### src/rtl/tc_clk_pkg.sv
package tc_clk_pkg;
  localparam int unsigned NUM_DIV     = 5;
  localparam int unsigned NUM_EXT     = 3;
  localparam int unsigned NUM_TRIG    = 4;
  localparam int unsigned SEL_W       = 3;
  localparam int unsigned BURST_W     = 2;
  localparam int unsigned SYNC_STAGES = 2;
endpackage

### src/rtl/tc_clk_sync.sv
module tc_clk_sync #(
  parameter int unsigned W      = 3,
  parameter int unsigned STAGES = 2
) (
  input  logic         clk_i,
  input  logic         rst_ni,
  input  logic [W-1:0] d_i,
  output logic [W-1:0] q_o
);
  logic [W-1:0] stg_q [STAGES];

  always_ff @(posedge clk_i or negedge rst_ni) begin
    if (!rst_ni) begin
      for (int i = 0; i < STAGES; i++) stg_q[i] <= '0;
    end else begin
      stg_q[0] <= d_i;
      for (int i = 1; i < STAGES; i++) stg_q[i] <= stg_q[i-1];
    end
  end

  assign q_o = stg_q[STAGES-1];
endmodule

### src/rtl/tc_clk_src.sv
module tc_clk_src #(
  parameter int unsigned NUM_DIV = 5,
  parameter int unsigned NUM_EXT = 3,
  parameter int unsigned SEL_W   = 3,
  parameter int unsigned BURST_W = 2
) (
  input  logic               clk_i,
  input  logic               rst_ni,
  input  logic [NUM_DIV-1:0] div_en_i,
  input  logic [NUM_EXT-1:0] ext_sync_i,
  input  logic [SEL_W-1:0]   src_sel_i,
  input  logic               invert_i,
  input  logic [BURST_W-1:0] burst_sel_i,
  output logic               hit_o
);
  localparam int unsigned NSRC  = NUM_DIV + NUM_EXT;
  localparam int unsigned NCODE = 2 ** SEL_W;
  localparam int unsigned NGATE = 2 ** BURST_W;

  logic [NCODE-1:0] src_vec;
  logic [NGATE-1:0] gate_vec;
  logic             lvl, prev_q, edge_seen, gate_open;

  always_comb begin
    src_vec             = '0;
    src_vec[NSRC-1:0]   = {ext_sync_i, div_en_i};
    gate_vec            = '1;
    gate_vec[NUM_EXT:1] = ext_sync_i;
  end

  assign lvl       = src_vec[src_sel_i];
  assign gate_open = gate_vec[burst_sel_i];
  assign edge_seen = invert_i ? (prev_q & ~lvl) : (lvl & ~prev_q);
  assign hit_o     = edge_seen & gate_open;

  always_ff @(posedge clk_i or negedge rst_ni) begin
    if (!rst_ni) prev_q <= 1'b0;
    else         prev_q <= lvl;
  end

  // a closed burst line blocks every hit
  assert_gate_blocks_R4: assert property (@(posedge clk_i) disable iff (!rst_ni)
    (burst_sel_i != '0 && !ext_sync_i[burst_sel_i - 1'b1]) |-> !hit_o);

  // a falling-edge hit needs the level high on the previous edge
  assert_invert_falling_R3: assert property (@(posedge clk_i) disable iff (!rst_ni)
    (invert_i && hit_o) |-> (!lvl && prev_q));
endmodule

### src/rtl/tc_clk_latch.sv
module tc_clk_latch (
  input  logic clk_i,
  input  logic rst_ni,
  input  logic cmd_en_i,
  input  logic cmd_dis_i,
  input  logic dis_evt_i,
  input  logic stop_evt_i,
  input  logic trig_i,
  output logic en_o,
  output logic run_o
);
  logic en_q, run_q;

  always_ff @(posedge clk_i or negedge rst_ni) begin
    if (!rst_ni) begin
      en_q  <= 1'b0;
      run_q <= 1'b0;
    end else begin
      if (cmd_dis_i || dis_evt_i) en_q <= 1'b0;
      else if (cmd_en_i)          en_q <= 1'b1;
      if (en_q) begin
        if (stop_evt_i)  run_q <= 1'b0;
        else if (trig_i) run_q <= 1'b1;
      end
    end
  end

  assign en_o  = en_q;
  assign run_o = run_q;

  assert_dis_wins_R5: assert property (@(posedge clk_i) disable iff (!rst_ni)
    (cmd_en_i && cmd_dis_i) |=> !en_q);
  assert_en_cmd_R5: assert property (@(posedge clk_i) disable iff (!rst_ni)
    (cmd_en_i && !cmd_dis_i && !dis_evt_i) |=> en_q);
  assert_off_holds_run_R6: assert property (@(posedge clk_i) disable iff (!rst_ni)
    !en_q |=> $stable(run_q));
  assert_trig_starts_R7: assert property (@(posedge clk_i) disable iff (!rst_ni)
    (en_q && trig_i && !stop_evt_i) |=> run_q);
  assert_stop_clears_R8: assert property (@(posedge clk_i) disable iff (!rst_ni)
    (en_q && stop_evt_i) |=> !run_q);
  assert_dis_evt_R9: assert property (@(posedge clk_i) disable iff (!rst_ni)
    dis_evt_i |=> !en_q);
endmodule

### src/rtl/tc_clk_gate.sv
module tc_clk_gate
  import tc_clk_pkg::*;
(
  input  logic                clk_i,
  input  logic                rst_ni,
  input  logic [NUM_DIV-1:0]  div_en_i,
  input  logic [NUM_EXT-1:0]  ext_clk_i,
  input  logic [SEL_W-1:0]    src_sel_i,
  input  logic                invert_i,
  input  logic [BURST_W-1:0]  burst_sel_i,
  input  logic                wave_mode_i,
  input  logic                stop_on_evt_i,
  input  logic                dis_on_evt_i,
  input  logic                load_b_evt_i,
  input  logic                cmp_c_evt_i,
  input  logic                cmd_enable_i,
  input  logic                cmd_disable_i,
  input  logic [NUM_TRIG-1:0] trig_i,
  output logic                clk_on_o,
  output logic                count_en_o
);
  logic [NUM_EXT-1:0] ext_sync;
  logic               hit, en, run, mode_evt, cnt_q;

  tc_clk_sync #(.W(NUM_EXT), .STAGES(SYNC_STAGES)) u_sync (
    .clk_i (clk_i), .rst_ni (rst_ni), .d_i (ext_clk_i), .q_o (ext_sync)
  );

  tc_clk_src #(.NUM_DIV(NUM_DIV), .NUM_EXT(NUM_EXT), .SEL_W(SEL_W), .BURST_W(BURST_W)) u_src (
    .clk_i       (clk_i),
    .rst_ni      (rst_ni),
    .div_en_i    (div_en_i),
    .ext_sync_i  (ext_sync),
    .src_sel_i   (src_sel_i),
    .invert_i    (invert_i),
    .burst_sel_i (burst_sel_i),
    .hit_o       (hit)
  );

  assign mode_evt = wave_mode_i ? cmp_c_evt_i : load_b_evt_i;

  tc_clk_latch u_latch (
    .clk_i      (clk_i),
    .rst_ni     (rst_ni),
    .cmd_en_i   (cmd_enable_i),
    .cmd_dis_i  (cmd_disable_i),
    .dis_evt_i  (dis_on_evt_i & mode_evt),
    .stop_evt_i (stop_on_evt_i & mode_evt),
    .trig_i     (|trig_i),
    .en_o       (en),
    .run_o      (run)
  );

  always_ff @(posedge clk_i or negedge rst_ni) begin
    if (!rst_ni) cnt_q <= 1'b0;
    else         cnt_q <= hit & en & run;
  end

  assign count_en_o = cnt_q;
  assign clk_on_o   = en;

  assert_pulse_needs_on_R10: assert property (@(posedge clk_i) disable iff (!rst_ni)
    count_en_o |-> $past(en && run));
  assert_off_no_pulse_R1: assert property (@(posedge clk_i) disable iff (!rst_ni)
    (!en || !run) |=> !count_en_o);
endmodule

### config.mk
export PLATFORM = sky130hd
export DESIGN_NAME = tc_clk_gate
export DESIGN_NICKNAME = d
export VERILOG_FILES = /design/src/rtl/tc_clk_pkg.sv /design/src/rtl/tc_clk_sync.sv /design/src/rtl/tc_clk_src.sv /design/src/rtl/tc_clk_latch.sv /design/src/rtl/tc_clk_gate.sv
export SDC_FILE = /design/constraint.sdc
export NUM_CORES = 1
export LEC_CHECK = 0
export BUFFER_PORTS_ARGS = -buffer_cell sky130_fd_sc_hd__buf_2
export CAP_MARGIN = 20
export CORE_AREA = 5 5 42 44
export CTS_CLUSTER_SIZE = 8
export DETAILED_ROUTE_END_ITERATION = 8
export DIE_AREA = 0 0 47 49
export PLACE_DENSITY = 0.71
export SLEW_MARGIN = 10
export SYNTH_ARGS = -nofsm -noshare
export SYNTH_HDL_FRONTEND = slang
export SYNTH_SLANG_ARGS = --single-unit
export TNS_END_PERCENT = 30
### constraint.sdc
create_clock -name clk_i -period 2.16 [get_ports clk_i]
set_input_delay 0.432 -clock clk_i [delete_from_list [all_inputs] [get_ports clk_i]]
set_output_delay 0.432 -clock clk_i [all_outputs]
set_load 0.1 [all_outputs]
==> flow_metrics.py <==
metrics = {
    "outcome": {
        "status": "complete, no violations",
    },
    "floorplanning": {
        "start_util": 0.302,
        "core_mm2": 0.00140,
        "dieArea_mm2": 0.00230,
        "io_pins": 29,
        "die_h_um": 49,
        "rows": 14,
        "fp.dieW_um": 47,
    },
    "critical_path": {
        "path_delay_family": "buffers and inverters",
        "required_ns": 1.73,
        "critPathLaunchType": "flop",
        "crit_type": "flop to primary output",
        "cpPeakStageDelay_ns": 0.45,
        "crit_slowest_cell": "buf_2",
        "cp-end-kind": "primary output",
        "path_buf_inv": 1,
        "ff2ff_setup_slack_ns": 0.62,
        "cp_cell_sequence": "buf_2",
        "worstPathArrival_ns": 1.12,
        "cp_max_fo": 5,
    },
    "clock_tree": {
        "clkSlewWorstSetupHoldPaths_ns": 0.07,
        "cts_sinks": 10,
        "cts_setup_buffers": 0,
        "cts_buffers": 3,
        "cts_buffer_depth": 2,
        "cts_tree": "built",
        "cts_root_buf": "clkbuf_4",
        "clock_latency_ns": 0.26,
        "htree_levels": 1,
        "cts_hold_buf": 0,
        "cts_resized": 0,
    },
    "yosys": {
        "ys_ff_latch": 10,
        "synth_area_um2": 423,
        "synthesis.nets": 54,
        "synth_warnings": 0,
        "syn_avg_cell_area_um2": 15.7,
        "ys_seq_area_frac": 0.592,
        "syn_inst": 27,
        "synthDistinctLibCells": 14,
    },
    "cells_and_area": {
        "multi_input_area_um2": 173,
        "fillCellCount": 139,
        "syn_to_final_growth_pct": 46.4,
        "final_layout_size_suffix_gt1_frac": 0.576,
        "nets": 87,
        "seq_area_um2": 250,
        "antenna-diode-count": 0,
    },
    "timing": {
        "finClkSkew_ns": 0.00359,
        "hold_viol_final": 0,
        "worstMarginPinSlew_ns": 0.484,
        "setup_tns_ns": 0,
        "setup_violations": 0,
        "finalWorstSetupSlack_ns": 0.606,
        "period_needed_ns": 1.55,
        "finalCritPeriodShare": 0.719,
        "rsz0062_at_grt": "no",
        "maxSlewViolCount": 0,
        "fmax_mhz": 643,
        "relSlewSlack": 0.680,
    },
    "routing": {
        "via_per_inst": 4.77,
        "ant_nets": 0,
        "routed_wl_um": 865,
        "drtIter0Drc": 5,
        "vias": 358,
        "drt-pass1-iter-count": 3,
        "drc": 0,
        "routedWlPerCell_um": 11.5,
    },
    "global_route": {
        "grt_pass1_wl_mm": 1.48,
        "antenna_found_initial": 0,
        "grtUsageTotal": 0.0906,
        "grt_pass1_vias": 389,
        "grt_max_degree": 11,
        "gr-total-overflow": 0,
    },
    "placement": {
        "gp_congestion": 0.710,
        "place_worst_setup_slack_ns": 0.374,
        "port_buffers": 28,
    },
    "power_and_ir_drop": {
        "ir_drop_mv": 0.358,
        "switching_share": 0.237,
        "leakagePower_nw": 0.314,
        "power_density_mw_per_mm2": 714,
        "pwr-share-clk": 0.376,
        "internal_power_w": 0.000337,
        "comb_power_share": 0.156,
        "pwr-share-seq": 0.468,
        "p_switching_w": 0.000105,
    },
    "min_path": {
        "hold_path.class": "input port to asynchronous set/reset pin",
    },
    "run": {
        "cap_viol_max_count": 0,
    },
}
## routing by layer
layer  part of all wire  up-vias  global-route usage
li1                   -      174                   -
met1               0.33      172              0.0872
met2               0.57       12               0.149
met3               0.11        0              0.0738
met4                  0        0              0.0138
met5                  0        -                   0
## worst paths after layout
kind,from,endpoint,cells after the start
max in group asynchronous,rst_ni,u_sync.q_o[2],1
setup reg to reg,u_sync.q_o[0],count_en_o,3
hold reg to reg,u_sync.stg_q[4],u_sync.q_o[1],0
hold / removal,rst_ni,u_sync.q_o[1],1
setup / recovery,u_latch.en_o,clk_on_o,1
min in group clk_i,ext_clk_i[0],u_sync.stg_q[3],1
## final cells by class
class,instances,share of cell area
clock buffer,4,0.0586
multi-input combinational,17,0.279
sequential,10,0.404
tap,16,0.0323
timing repair buffer,28,0.226
## state kept, by name, indices dropped and copies added, names as in the netlist
name,count
u_sync.q_o,3
u_latch.run_o,1
u_latch.en_o,1
count_en_o,1
u_sync.stg_q,3
u_src.prev_q,1
## layout by cell type (no fill, tap or decap), drive strengths merged
cell type | synthesis | final
or4 | 1 | 1
mux4 | 2 | 2
or2 | 1 | 1
mux2i | 1 | 1
mux2 | 3 | 3
a2111oi | 2 | 2
buf | 0 | 28
a31oi | 1 | 1
nand2 | 2 | 2
clkbuf | 0 | 4
nor3b | 1 | 1
nor2 | 1 | 1
a211oi | 1 | 1
dfrtp | 10 | 10
a21oi | 1 | 1
## synth_stat cells
cell	n	area, um^2
a2111oi_0	2	17.5
a211oi_1	1	7.51
a21oi_1	1	5.00
a31oi_1	1	6.26
dfrtp_1	10	250
mux2_1	1	11.3
mux2_4	2	30.0
mux2i_1	1	10.0
mux4_1	2	52.6
nand2_1	2	7.51
nor2_1	1	3.75
nor3b_1	1	7.51
or2_1	1	6.26
or4_1	1	7.51
## per-stage QoR
step           instance area [um^2]  instances  hold WS (ns)  utilization  power, W
3_3_place_gp                    583         71         0.295        0.416  0.000279
5_1_grt                         619         75       0.00947        0.442  0.000471
6_report                        619         75        0.0122        0.442  0.000442
3_5_place_dp                    583         71         0.305        0.416  0.000281
4_1_cts                         619         75        0.0158        0.442  0.000449
2_1_floorplan                   423         27         0.136            -  0.000247
## power by group through the flow
| stage | logic [W] | registers (W) | clock network [W] |
|---|---|---|---|
| final | 0.0000690 | 0.000207 | 0.000166 |
| after global routing | 0.0000770 | 0.000208 | 0.000186 |
| after CTS | 0.0000704 | 0.000207 | 0.000171 |
| after detailed placement | 0.0000702 | 0.000211 | 0 |
| after global placement | 0.0000685 | 0.000210 | 0 |
| after floorplan | 0.0000237 | 0.000223 | 0 |
## cells by family after synthesis
| kind of cell | count (synthesis) | share of synthesized area |
|---|---|---|
| compound gates | 5 | 0.0858 |
| flops | 10 | 0.592 |
| simple gates | 6 | 0.0769 |
| mux | 6 | 0.246 |
## worst register-to-register path, stage by stage (launching register included)
cell and delay (ns):
dfrtp_1 0.38, mux4_1 0.47, mux2_4 0.29, mux2_4 0.29
No activity file was read; power rests on OpenSTA's default activity.
